$ cat src/rtl/spi_ee_pkg.sv
// Shared opcodes, protocol states and geometry helpers for the serial EEPROM slave.
package spi_ee_pkg;
    localparam logic [7:0] OP_WREN = 8'h06;
    localparam logic [7:0] OP_WRDI = 8'h04;
    localparam logic [7:0] OP_RDSR = 8'h05;
    localparam logic [7:0] OP_WRSR = 8'h01;
    localparam logic [7:0] OP_READ = 8'h03;
    localparam logic [7:0] OP_WRITE = 8'h02;

    typedef enum logic [2:0] {
        ST_CMD, ST_ADDR_HI, ST_ADDR_LO, ST_READ,
        ST_WDATA, ST_SRW, ST_RDSR, ST_SKIP
    } ee_state_t;

    // Page size follows the array depth: small arrays use 16-byte pages.
    function automatic int page_bytes(input int depth);
        return (depth <= 512) ? 16 : 32;
    endfunction
endpackage

$ cat src/rtl/spi_ee_frontend.sv
// Serial front end: brings the asynchronous pins into the clk domain with
// two flops and turns clock transitions into one-cycle pulses.
// Assumes the serial clock runs well below a quarter of clk.
module spi_ee_frontend (
    input  logic clk,
    input  logic rst_n,
    input  logic sck,
    input  logic cs_n,
    input  logic mosi,
    input  logic hold_n,
    input  logic wp_n,
    output logic sck_rise,
    output logic sck_fall,
    output logic mosi_s,
    output logic sel,
    output logic held,
    output logic desel_edge,
    output logic wp_low
);
    localparam int NSIG = 5;
    // order: {cs_n, hold_n, wp_n, sck, mosi}
    localparam logic [NSIG-1:0] IDLE = 5'b11100;

    logic [NSIG-1:0] s1, s2;
    logic            sck_q, cs_q;

    // two-stage synchroniser for every serial pin
    always_ff @(posedge clk) begin
        if (!rst_n) begin
            s1 <= IDLE;
            s2 <= IDLE;
        end else begin
            s1 <= {cs_n, hold_n, wp_n, sck, mosi};
            s2 <= s1;
        end
    end

    // previous levels for edge detection
    always_ff @(posedge clk) begin
        if (!rst_n) begin
            sck_q <= 1'b0;
            cs_q  <= 1'b1;
        end else begin
            sck_q <= s2[1];
            cs_q  <= s2[4];
        end
    end

    assign mosi_s     = s2[0];
    assign sel        = ~s2[4];
    assign held       = sel & ~s2[3];
    assign wp_low     = ~s2[2];
    assign sck_rise   = sel & s2[3] & s2[1] & ~sck_q;
    assign sck_fall   = sel & s2[3] & ~s2[1] & sck_q;
    assign desel_edge = s2[4] & ~cs_q;
endmodule

$ cat src/rtl/spi_ee_timer.sv
// Self-timed programming interval: busy stays high for CYCLES clocks after
// start, then done pulses for one clock. Start is ignored while busy.
module spi_ee_timer #(
    parameter int CYCLES = 64
) (
    input  logic clk,
    input  logic rst_n,
    input  logic start,
    output logic busy,
    output logic done
);
    localparam int CW = (CYCLES > 1) ? $clog2(CYCLES) : 1;

    logic [CW-1:0] cnt;

    // interval counter and completion pulse
    always_ff @(posedge clk) begin
        if (!rst_n) begin
            busy <= 1'b0;
            done <= 1'b0;
            cnt  <= '0;
        end else begin
            done <= 1'b0;
            if (busy) begin
                if (cnt == CW'(CYCLES - 1)) begin
                    busy <= 1'b0;
                    done <= 1'b1;
                end else begin
                    cnt <= cnt + CW'(1);
                end
            end else if (start) begin
                busy <= 1'b1;
                cnt  <= '0;
            end
        end
    end

    a_r6_count_bound: assert property (@(posedge clk) disable iff (!rst_n)
        busy |-> (int'(cnt) < CYCLES));
    a_r6_starts_at_zero: assert property (@(posedge clk) disable iff (!rst_n)
        $rose(busy) |-> (cnt == '0));
endmodule

$ cat src/rtl/spi_ee_protect.sv
// Region decoder: flags an address that falls inside the region chosen by
// the 3-bit selector (0 none, 1 first page, 2 last page, 3..6 quarters, 7 lower half).
module spi_ee_protect #(
    parameter int DEPTH = 256,
    parameter int PAGE  = 16
) (
    input  logic [$clog2(DEPTH)-1:0] addr,
    input  logic [2:0]               region,
    output logic                     hit
);
    localparam int AW = $clog2(DEPTH);

    // combinational region compare
    always_comb begin
        case (region)
            3'd0:    hit = 1'b0;
            3'd1:    hit = (int'(addr) < PAGE);
            3'd2:    hit = (int'(addr) >= DEPTH - PAGE);
            3'd7:    hit = ~addr[AW-1];
            default: hit = (addr[AW-1:AW-2] == (region[1:0] + 2'd1));
        endcase
    end
endmodule

$ cat src/rtl/spi_ee_array.sv
// Storage: byte array with a page buffer and per-byte valid flags. Staged
// bytes are copied into their page on commit. The array resets to 0xFF.
module spi_ee_array #(
    parameter int DEPTH = 256,
    parameter int PAGE  = 16
) (
    input  logic                        clk,
    input  logic                        rst_n,
    input  logic [$clog2(DEPTH)-1:0]    rd_addr,
    output logic [7:0]                  rd_data,
    input  logic                        clr,
    input  logic                        stg_we,
    input  logic [$clog2(PAGE)-1:0]     stg_idx,
    input  logic [7:0]                  stg_data,
    input  logic [$clog2(DEPTH/PAGE)-1:0] stg_page,
    input  logic                        commit
);
    localparam int AW = $clog2(DEPTH);
    localparam int PW = $clog2(PAGE);
    localparam int NW = AW - PW;

    logic [7:0]    mem [DEPTH];
    logic [7:0]    pbuf [PAGE];
    logic [PAGE-1:0] vld;
    logic [NW-1:0] base;

    assign rd_data = mem[rd_addr];

    // array update on commit
    always_ff @(posedge clk) begin
        if (!rst_n) begin
            for (int i = 0; i < DEPTH; i++) mem[i] <= 8'hFF;
        end else if (commit) begin
            for (int i = 0; i < PAGE; i++)
                if (vld[i]) mem[{base, PW'(i)}] <= pbuf[i];
        end
    end

    // page buffer staging
    always_ff @(posedge clk) begin
        if (!rst_n) begin
            vld  <= '0;
            base <= '0;
            for (int i = 0; i < PAGE; i++) pbuf[i] <= 8'h00;
        end else if (clr) begin
            vld <= '0;
        end else if (stg_we) begin
            pbuf[stg_idx] <= stg_data;
            vld[stg_idx]  <= 1'b1;
            base          <= stg_page;
        end
    end
endmodule

$ cat src/rtl/spi_ee_slave.sv
// Serial EEPROM slave top: decodes instructions, addresses and data bytes,
// drives read data, owns the status flags and starts the programming timer.
// Assumes clk is at least 8x faster than the serial clock.
module spi_ee_slave
    import spi_ee_pkg::*;
#(
    parameter int DEPTH       = 256,
    parameter int BUSY_CYCLES = 64
) (
    input  logic clk,
    input  logic rst_n,
    input  logic spi_sck,
    input  logic spi_cs_n,
    input  logic spi_mosi,
    input  logic spi_hold_n,
    input  logic spi_wp_n,
    output logic spi_miso,
    output logic spi_miso_oe
);
    localparam int AW   = $clog2(DEPTH);
    localparam int PAGE = page_bytes(DEPTH);
    localparam int PW   = $clog2(PAGE);

    logic sck_rise, sck_fall, mosi_s, sel, held, desel_edge, wp_low;
    logic busy, done, start, prot_hit;
    logic [7:0] rd_data, rx_byte, tx_byte, out_sh, st_byte;
    logic [6:0] shreg;
    logic [2:0] bitcnt, bp, sr_bp;
    logic [7:0] addr_hi;
    logic [AW-1:0] addr, new_addr, rd_addr;
    ee_state_t state;
    logic is_rd, got, bad, wel, wpen, sr_wpen, tx_pend, oe_q, byte_done;

    spi_ee_frontend i_front (
        .clk(clk), .rst_n(rst_n), .sck(spi_sck), .cs_n(spi_cs_n),
        .mosi(spi_mosi), .hold_n(spi_hold_n), .wp_n(spi_wp_n),
        .sck_rise(sck_rise), .sck_fall(sck_fall), .mosi_s(mosi_s),
        .sel(sel), .held(held), .desel_edge(desel_edge), .wp_low(wp_low)
    );

    spi_ee_timer #(.CYCLES(BUSY_CYCLES)) i_timer (
        .clk(clk), .rst_n(rst_n), .start(start), .busy(busy), .done(done)
    );

    spi_ee_protect #(.DEPTH(DEPTH), .PAGE(PAGE)) i_prot (
        .addr(addr), .region(bp), .hit(prot_hit)
    );

    spi_ee_array #(.DEPTH(DEPTH), .PAGE(PAGE)) i_array (
        .clk(clk), .rst_n(rst_n), .rd_addr(rd_addr), .rd_data(rd_data),
        .clr(byte_done && state == ST_ADDR_LO && !is_rd),
        .stg_we(byte_done && state == ST_WDATA),
        .stg_idx(addr[PW-1:0]), .stg_data(rx_byte),
        .stg_page(addr[AW-1:PW]), .commit(done)
    );

    assign rx_byte   = {shreg, mosi_s};
    assign byte_done = sck_rise && (bitcnt == 3'd7);
    assign new_addr  = AW'({addr_hi, rx_byte});
    assign rd_addr   = (state == ST_ADDR_LO) ? new_addr : addr;
    assign st_byte   = {wpen, 2'b00, bp, wel, busy};
    assign start     = desel_edge && state == ST_WDATA && got && bitcnt == 3'd0
                       && !bad && !busy;
    assign spi_miso    = out_sh[7];
    assign spi_miso_oe = oe_q & sel & ~held;

    // protocol sequencing, status flags and output shifting
    always_ff @(posedge clk) begin
        if (!rst_n) begin
            state <= ST_CMD;  bitcnt <= '0;  shreg <= '0;  addr_hi <= '0;
            addr <= '0;  is_rd <= 1'b0;  got <= 1'b0;  bad <= 1'b0;
            wel <= 1'b0;  bp <= '0;  wpen <= 1'b0;  sr_bp <= '0;
            sr_wpen <= 1'b0;  tx_byte <= '0;  tx_pend <= 1'b0;
            out_sh <= 8'hFF;  oe_q <= 1'b0;
        end else begin
            if (desel_edge && state == ST_SRW && got && bitcnt == 3'd0
                && !(wpen && wp_low)) begin
                bp   <= sr_bp;
                wpen <= sr_wpen;
                wel  <= 1'b0;
            end
            if (!sel) begin
                state <= ST_CMD;  bitcnt <= '0;  got <= 1'b0;  bad <= 1'b0;
                tx_pend <= 1'b0;  oe_q <= 1'b0;
            end else begin
                if (sck_rise) begin
                    shreg  <= rx_byte[6:0];
                    bitcnt <= bitcnt + 3'd1;
                end
                if (byte_done) begin
                    case (state)
                        ST_CMD: begin
                            state <= ST_SKIP;
                            if (rx_byte == OP_RDSR) begin
                                tx_byte <= st_byte;  tx_pend <= 1'b1;  state <= ST_RDSR;
                            end else if (!busy) begin
                                case (rx_byte)
                                    OP_WREN:  wel <= 1'b1;
                                    OP_WRDI:  wel <= 1'b0;
                                    OP_WRSR:  if (wel) state <= ST_SRW;
                                    OP_READ:  begin is_rd <= 1'b1; state <= ST_ADDR_HI; end
                                    OP_WRITE: if (wel) begin is_rd <= 1'b0; state <= ST_ADDR_HI; end
                                    default: ;
                                endcase
                            end
                        end
                        ST_ADDR_HI: begin
                            addr_hi <= rx_byte;
                            state   <= ST_ADDR_LO;
                        end
                        ST_ADDR_LO: begin
                            if (is_rd) begin
                                tx_byte <= rd_data;  tx_pend <= 1'b1;
                                addr    <= new_addr + AW'(1);
                                state   <= ST_READ;
                            end else begin
                                addr  <= new_addr;
                                state <= ST_WDATA;
                            end
                        end
                        ST_READ: begin
                            tx_byte <= rd_data;  tx_pend <= 1'b1;
                            addr    <= addr + AW'(1);
                        end
                        ST_WDATA: begin
                            got  <= 1'b1;
                            bad  <= bad | prot_hit;
                            addr <= {addr[AW-1:PW], addr[PW-1:0] + PW'(1)};
                        end
                        ST_SRW: if (!got) begin
                            sr_bp   <= rx_byte[4:2];
                            sr_wpen <= rx_byte[7];
                            got     <= 1'b1;
                        end
                        ST_RDSR: begin
                            tx_byte <= st_byte;  tx_pend <= 1'b1;
                        end
                        default: ;
                    endcase
                end
                if (sck_fall) begin
                    if (tx_pend) begin
                        out_sh  <= tx_byte;
                        tx_pend <= 1'b0;
                        oe_q    <= 1'b1;
                    end else begin
                        out_sh <= {out_sh[6:0], 1'b1};
                    end
                end
            end
            if (done) wel <= 1'b0;
        end
    end

    a_r12_busy_blocks: assert property (@(posedge clk) disable iff (!rst_n)
        busy |-> (state == ST_CMD || state == ST_RDSR || state == ST_SKIP));
    a_r6_wel_at_start: assert property (@(posedge clk) disable iff (!rst_n)
        $rose(busy) |-> wel);
    a_r6_wel_cleared: assert property (@(posedge clk) disable iff (!rst_n)
        done |=> !wel);
    a_r3_hold_keeps_pos: assert property (@(posedge clk) disable iff (!rst_n)
        (sel && held) |=> $stable(bitcnt));
    a_r13_oe_needs_load: assert property (@(posedge clk) disable iff (!rst_n)
        $rose(oe_q) |-> $past(sck_fall));
endmodule

$ cat config.mk
export PLATFORM = sky130hd
export DESIGN_NAME = spi_ee_slave
export DESIGN_NICKNAME = d
export VERILOG_FILES = /design/src/rtl/spi_ee_pkg.sv /design/src/rtl/spi_ee_frontend.sv /design/src/rtl/spi_ee_timer.sv /design/src/rtl/spi_ee_protect.sv /design/src/rtl/spi_ee_array.sv /design/src/rtl/spi_ee_slave.sv
export SDC_FILE = /design/constraint.sdc
export NUM_CORES = 2
export LEC_CHECK = 0
export BUFFER_PORTS_ARGS = -buffer_cell sky130_fd_sc_hd__buf_2
export CAP_MARGIN = 20
export CORE_MARGIN = 2
export CORE_UTILIZATION = 35
export CTS_CLUSTER_DIAMETER = 30
export DETAILED_ROUTE_END_ITERATION = 12
export HOLD_SLACK_MARGIN = 0.08
export MAX_ROUTING_LAYER = met4
export PLACE_DENSITY_LB_ADDON = 0.3
export REMOVE_ABC_BUFFERS = 1
export SKIP_LAST_GASP = 1
export SLEW_MARGIN = 30
export SYNTH_ARGS = -nofsm -noshare
export SYNTH_HDL_FRONTEND = slang
export SYNTH_HIERARCHICAL = 1
export SYNTH_SLANG_ARGS = --single-unit
export TNS_END_PERCENT = 5
$ cat constraint.sdc
create_clock -name clk -period 7.15 [get_ports clk]
set_clock_uncertainty 0.15 [all_clocks]
set_input_delay 1.0725 -clock clk [delete_from_list [all_inputs] [get_ports clk]]
set_output_delay 1.0725 -clock clk [all_outputs]
set_load 0.01 [all_outputs]
==> flow_summary_export.csv <==
group,metric,value,unit
floorplan,core_area,296000,sq um
timing,maxSlewViolCount,0,
power_and_ir_drop,total_power,38.0,mW
clock_network,clock-sinks,2267,
critical_path,cp_cell_sequence,"or3b_2 -> o21ai_4 -> buf_12 -> buf_12 -> mux4_2 -> a22oi_1 -> a21oi_1 -> nor4_1 -> nor4_1 -> mux2i_1 -> and3_1 -> nor3_1",
power_and_ir_drop,cellLeakagePower,39.1,nW
power_and_ir_drop,share_seq_of_total_power,40.6,%
power_and_ir_drop,switching_power,8.62,mW
logic_synthesis,yosys_most_used_dff,"sky130_fd_sc_hd__edfxtp_1",
logic_synthesis,asyncSetResetFlopFracSynth,0,%
detailed_routing,route.antenna.remaining_nets,0,
timing,setup_viol,0,
cells_and_area,area_delta_synth_final,20.6,%
critical_path,timing_worst_setup_path_type,"reg2reg",
timing,worst_slew_margin_rel,16.2,%
global_routing,grt_max_degree,145,
critical_path,endpoint_arrival_time_on_the_critical_path,6.51,ns
critical_path,endpoint_kind,"flip-flop",
cells_and_area,drive_gt1_share,23.3,%
timing,whs,0.162,ns
logic_synthesis,synth-seq-area-share,64.5,%
timing,max_freq,170,MHz
cells_and_area,fillerInstances,26463,
power_and_ir_drop,swShare,22.7,%
detailed_routing,drt_wl_total,401000,microns
global_routing,grt_antenna_before_repair,77,
critical_path,crit_required,7.79,ns
clock_network,post_cts_setup_buffers,0,
logic_synthesis,syn_avg_cell_area,14.4,sq um
detailed_routing,viasPerCell,6.13,
floorplan,die_area,302000,sq um
timing,rsz0062_at_grt,"no",
clock_network,clock_insertion_delay_worst_skew,0.94,ns
power_and_ir_drop,internal_power,29.4,mW
place,placed_area,110000,sq um
critical_path,cpLargestDelayFamily,"simple AND/OR/NAND/NOR gates",
hold_path,hold_path_class,"in2reg",
run_status,run_status,"finished clean",
critical_path,timing.critical_path.slowest_cell_delay,0.89,ns
floorplan,rows,200,
timing,setup-tns-final,0,ns
power_and_ir_drop,power.ir.vdd_worst,217,uV
logic_synthesis,yosys_register_bits,2267,
floorplan,initial_utilization,35.1,%
place,place_congestion,1.03,
logic_synthesis,syn-cell-area,104000,sq um
critical_path,cp_max_fo,66,
floorplan,boundaryPins,9,
power_and_ir_drop,part_of_the_power_in_the_clock_network,55.9,%
clock_network,clock_tree.root_cell,"sky130_fd_sc_hd__clkbuf_16",
logic_synthesis,syn-instance-count,7206,
logic_synthesis,yosysUniqueCellTypes,87,
timing,share_of_the_cycle_needed_by_the_critical_path_after_routing,82.1,%
detailed_routing,first_pass_iters,6,
place,numPortBuffers,8,
critical_path,crit_path_top_delay_cell,"sky130_fd_sc_hd__o21ai_4",
power_and_ir_drop,share_comb_of_total_power,3.5,%
global_routing,global_route.usage.total,26.8,%
power_and_ir_drop,power.density,303,nW/um^2
global_routing,globalRoute.totalOverflow,0,
clock_network,cts_hold_buf,0,
detailed_routing,drc,0,
floorplan,chipHeight,549,microns
clock_network,postCtsResizedCells,0,
floorplan,dieWidth,549,microns
critical_path,crit_path_start_kind,"flip-flop",
critical_path,worst-path-buf-inv,2,
run,drv_cap,0,
cells_and_area,nNetsFinal,7323,
timing,min_period,5.87,ns
detailed_routing,dr.first_iter.drc_count,10981,
clock_network,cts-buffers-inserted,447,
cells_and_area,design_area,126000,sq um
global_routing,first_pass_grt_wire_length,554000,microns
clock_network,clk_path_buf_depth,4,
timing,tightest_slew,1.26,ns
logic_synthesis,count_of_flip_flops_with_a_built_in_enable_after_synthesis,2176,
logic_synthesis,synth-warning-count,6,
clock_network,cts.reportedPaths.clkPinSlew,0.05,ns
place,post-dp-hpwl,250000,microns
global_routing,grt_pass1_vias,69366,
timing,finalHoldViolations,0,
clock_network,cts.htree.levels,5,
clock_network,tritoncts,"yes",
detailed_routing,avgRoutedWirePerCell,34.4,microns
detailed_routing,routed-via-count,71502,
## cell families after synthesis
logic type	Yosys count	synth area share, %
fa+ha+maj	12	0.144
simple gates	2609	15.3
compound gates	804	4.81
buf+inv	895	3.90
mux	613	11.3
flops	2267	64.5
xor+xnor	6	0.0505
## power by group through the flow
stage          Sequential [mW]  Clock (mW)  Combinational, mW
2_1_floorplan             15.6           0              0.435
3_3_place_gp              15.7           0               1.23
3_5_place_dp              15.7           0               1.30
4_1_cts                   15.4        21.4               1.30
5_1_grt                   15.5        22.0               1.34
6_report                  15.4        21.3               1.34
## routing by layer
| layer | share of wire, % | global-route usage [%] |
|---|---|---|
| met1 | 37 | 35.0 |
| met2 | 44 | 38.9 |
| met3 | 13 | 7.19 |
| met4 | 5.3 | 12.6 |
| met5 | 0 | - |
## stage by stage
step / worst slack [ns] / utilization, % / instances
6_report: 1.28 / 42.4 / 11658
5_1_grt: 1.32 / 42.4 / 11645
3_5_place_dp: 1.52 / 37.1 / 10789
3_3_place_gp: 1.23 / 36.9 / 10754
4_1_cts: 1.47 / 42.3 / 11623
2_1_floorplan: -67.17 / - / 6327
## worst reg2reg max path, stage by stage (launching register included)
cell	delay, ns
sky130_fd_sc_hd__dfxtp_1	0.56
sky130_fd_sc_hd__or3b_2	0.65
sky130_fd_sc_hd__o21ai_4	0.90
sky130_fd_sc_hd__buf_12	0.43
sky130_fd_sc_hd__buf_12	0.55
sky130_fd_sc_hd__mux4_2	0.49
sky130_fd_sc_hd__a22oi_1	0.53
sky130_fd_sc_hd__a21oi_1	0.16
sky130_fd_sc_hd__nor4_1	0.81
sky130_fd_sc_hd__nor4_1	0.13
sky130_fd_sc_hd__mux2i_1	0.15
sky130_fd_sc_hd__and3_1	0.18
sky130_fd_sc_hd__nor3_1	0.04
## cells in the mapped netlist, types with 6 or more instances
cell / n / area, sq um
sky130_fd_sc_hd__o32ai_1: 10 / 87.6
sky130_fd_sc_hd__buf_8: 14 / 210
sky130_fd_sc_hd__nor4_1: 23 / 144
sky130_fd_sc_hd__nor3b_1: 7 / 52.6
sky130_fd_sc_hd__or3_1: 2055 / 12900
sky130_fd_sc_hd__dfxtp_1: 91 / 1820
sky130_fd_sc_hd__buf_2: 59 / 295
sky130_fd_sc_hd__buf_4: 21 / 158
sky130_fd_sc_hd__nand3b_1: 13 / 97.6
sky130_fd_sc_hd__inv_1: 15 / 56.3
sky130_fd_sc_hd__nor2b_1: 21 / 131
sky130_fd_sc_hd__nand3_1: 42 / 210
sky130_fd_sc_hd__a22o_1: 9 / 78.8
sky130_fd_sc_hd__buf_12: 6 / 120
sky130_fd_sc_hd__or2_2: 8 / 50.1
sky130_fd_sc_hd__nand2b_1: 19 / 119
sky130_fd_sc_hd__buf_6: 30 / 338
sky130_fd_sc_hd__ha_1: 12 / 150
sky130_fd_sc_hd__clkbuf_1: 723 / 2710
sky130_fd_sc_hd__and2_1: 139 / 870
sky130_fd_sc_hd__nand4_1: 7 / 43.8
sky130_fd_sc_hd__mux2i_1: 170 / 1700
sky130_fd_sc_hd__a211oi_1: 27 / 203
sky130_fd_sc_hd__buf_1: 18 / 67.6
sky130_fd_sc_hd__a22oi_1: 163 / 1220
sky130_fd_sc_hd__edfxtp_1: 2176 / 65300
sky130_fd_sc_hd__nor2_1: 72 / 270
sky130_fd_sc_hd__o21ai_0: 296 / 1480
sky130_fd_sc_hd__o221ai_1: 39 / 342
sky130_fd_sc_hd__a21oi_1: 148 / 741
sky130_fd_sc_hd__o22ai_1: 22 / 138
sky130_fd_sc_hd__a211o_1: 7 / 61.3
sky130_fd_sc_hd__o211ai_1: 9 / 67.6
sky130_fd_sc_hd__a31oi_1: 21 / 131
sky130_fd_sc_hd__and3_1: 15 / 93.8
sky130_fd_sc_hd__nor3_1: 26 / 130
sky130_fd_sc_hd__nand2_1: 121 / 454
sky130_fd_sc_hd__mux4_2: 426 / 9590
sky130_fd_sc_hd__mux4_1: 16 / 420
sky130_fd_sc_hd__a221oi_1: 8 / 70.1
sky130_fd_sc_hd__a21o_1: 17 / 128
## final timing paths
path / end / cells past startpoint / startpoint / slack, ns
worst min-delay path: i_front/s1[2] / 2 / spi_wp_n / 0.16
worst max-delay path: tx_byte[7] / 12 / state[1] / 1.28
worst max register to register: tx_byte[7] / 12 / state[1] / 1.28
worst min register to register: i_front/s2[4] / 1 / i_front/s1[4] / 0.26
## layout by cell type, fill, tap and decap left out, drive strengths merged, types with 8 or more instances in the layout
cell | synthesis | layout
or2 | 8 | 8
nand2b | 19 | 19
a21o | 17 | 17
or3 | 2057 | 2057
buf | 148 | 528
o22ai | 22 | 22
o221ai | 40 | 40
a21oi | 149 | 149
edfxtp | 2176 | 2176
a22o | 9 | 9
nand2 | 121 | 121
clkbuf | 730 | 498
o32ai | 10 | 10
a31oi | 21 | 21
and3 | 16 | 16
a221oi | 9 | 9
mux4 | 442 | 442
clkinv | 0 | 178
and2 | 140 | 140
dfxtp | 91 | 91
nor2 | 72 | 72
nor2b | 21 | 21
o211ai | 9 | 9
a211oi | 27 | 27
o21ai | 296 | 296
diode | 0 | 30
nand3b | 13 | 13
mux2i | 170 | 170
nor3 | 28 | 28
nand3 | 42 | 42
inv | 16 | 53
clkinvlp | 0 | 57
a22oi | 163 | 163
ha | 12 | 12
bufinv | 0 | 64
nor4 | 27 | 27
## state kept, by name (all words and copies together) (netlist names), 3 cells and up
| signal | cells |
|---|---|
| i_array/mem | 2048 |
| i_array/pbuf | 128 |
| i_array/vld | 16 |
| addr | 8 |
| out_sh | 8 |
| tx_byte | 8 |
| shreg | 7 |
| i_timer/cnt | 6 |
| i_front/s1 | 5 |
| i_front/s2 | 5 |
| i_array/base | 4 |
| bitcnt | 3 |
| bp | 3 |
| sr_bp | 3 |
| state | 3 |
## final cells by class
cell class / count / area, sq um / area share (%)
flip-flops and latches: 2267 / 67200 / 53.5
multi-input cells: 4044 / 33400 / 26.6
clock buffers: 498 / 11400 / 9.10
well taps: 3939 / 4930 / 3.93
repair buffers: 528 / 4520 / 3.60
clock inverters: 336 / 4010 / 3.19
diodes: 30 / 75.1 / 0.0598
inverters: 16 / 60.1 / 0.0478
Note: power is estimated with default switching activity, not from simulation.
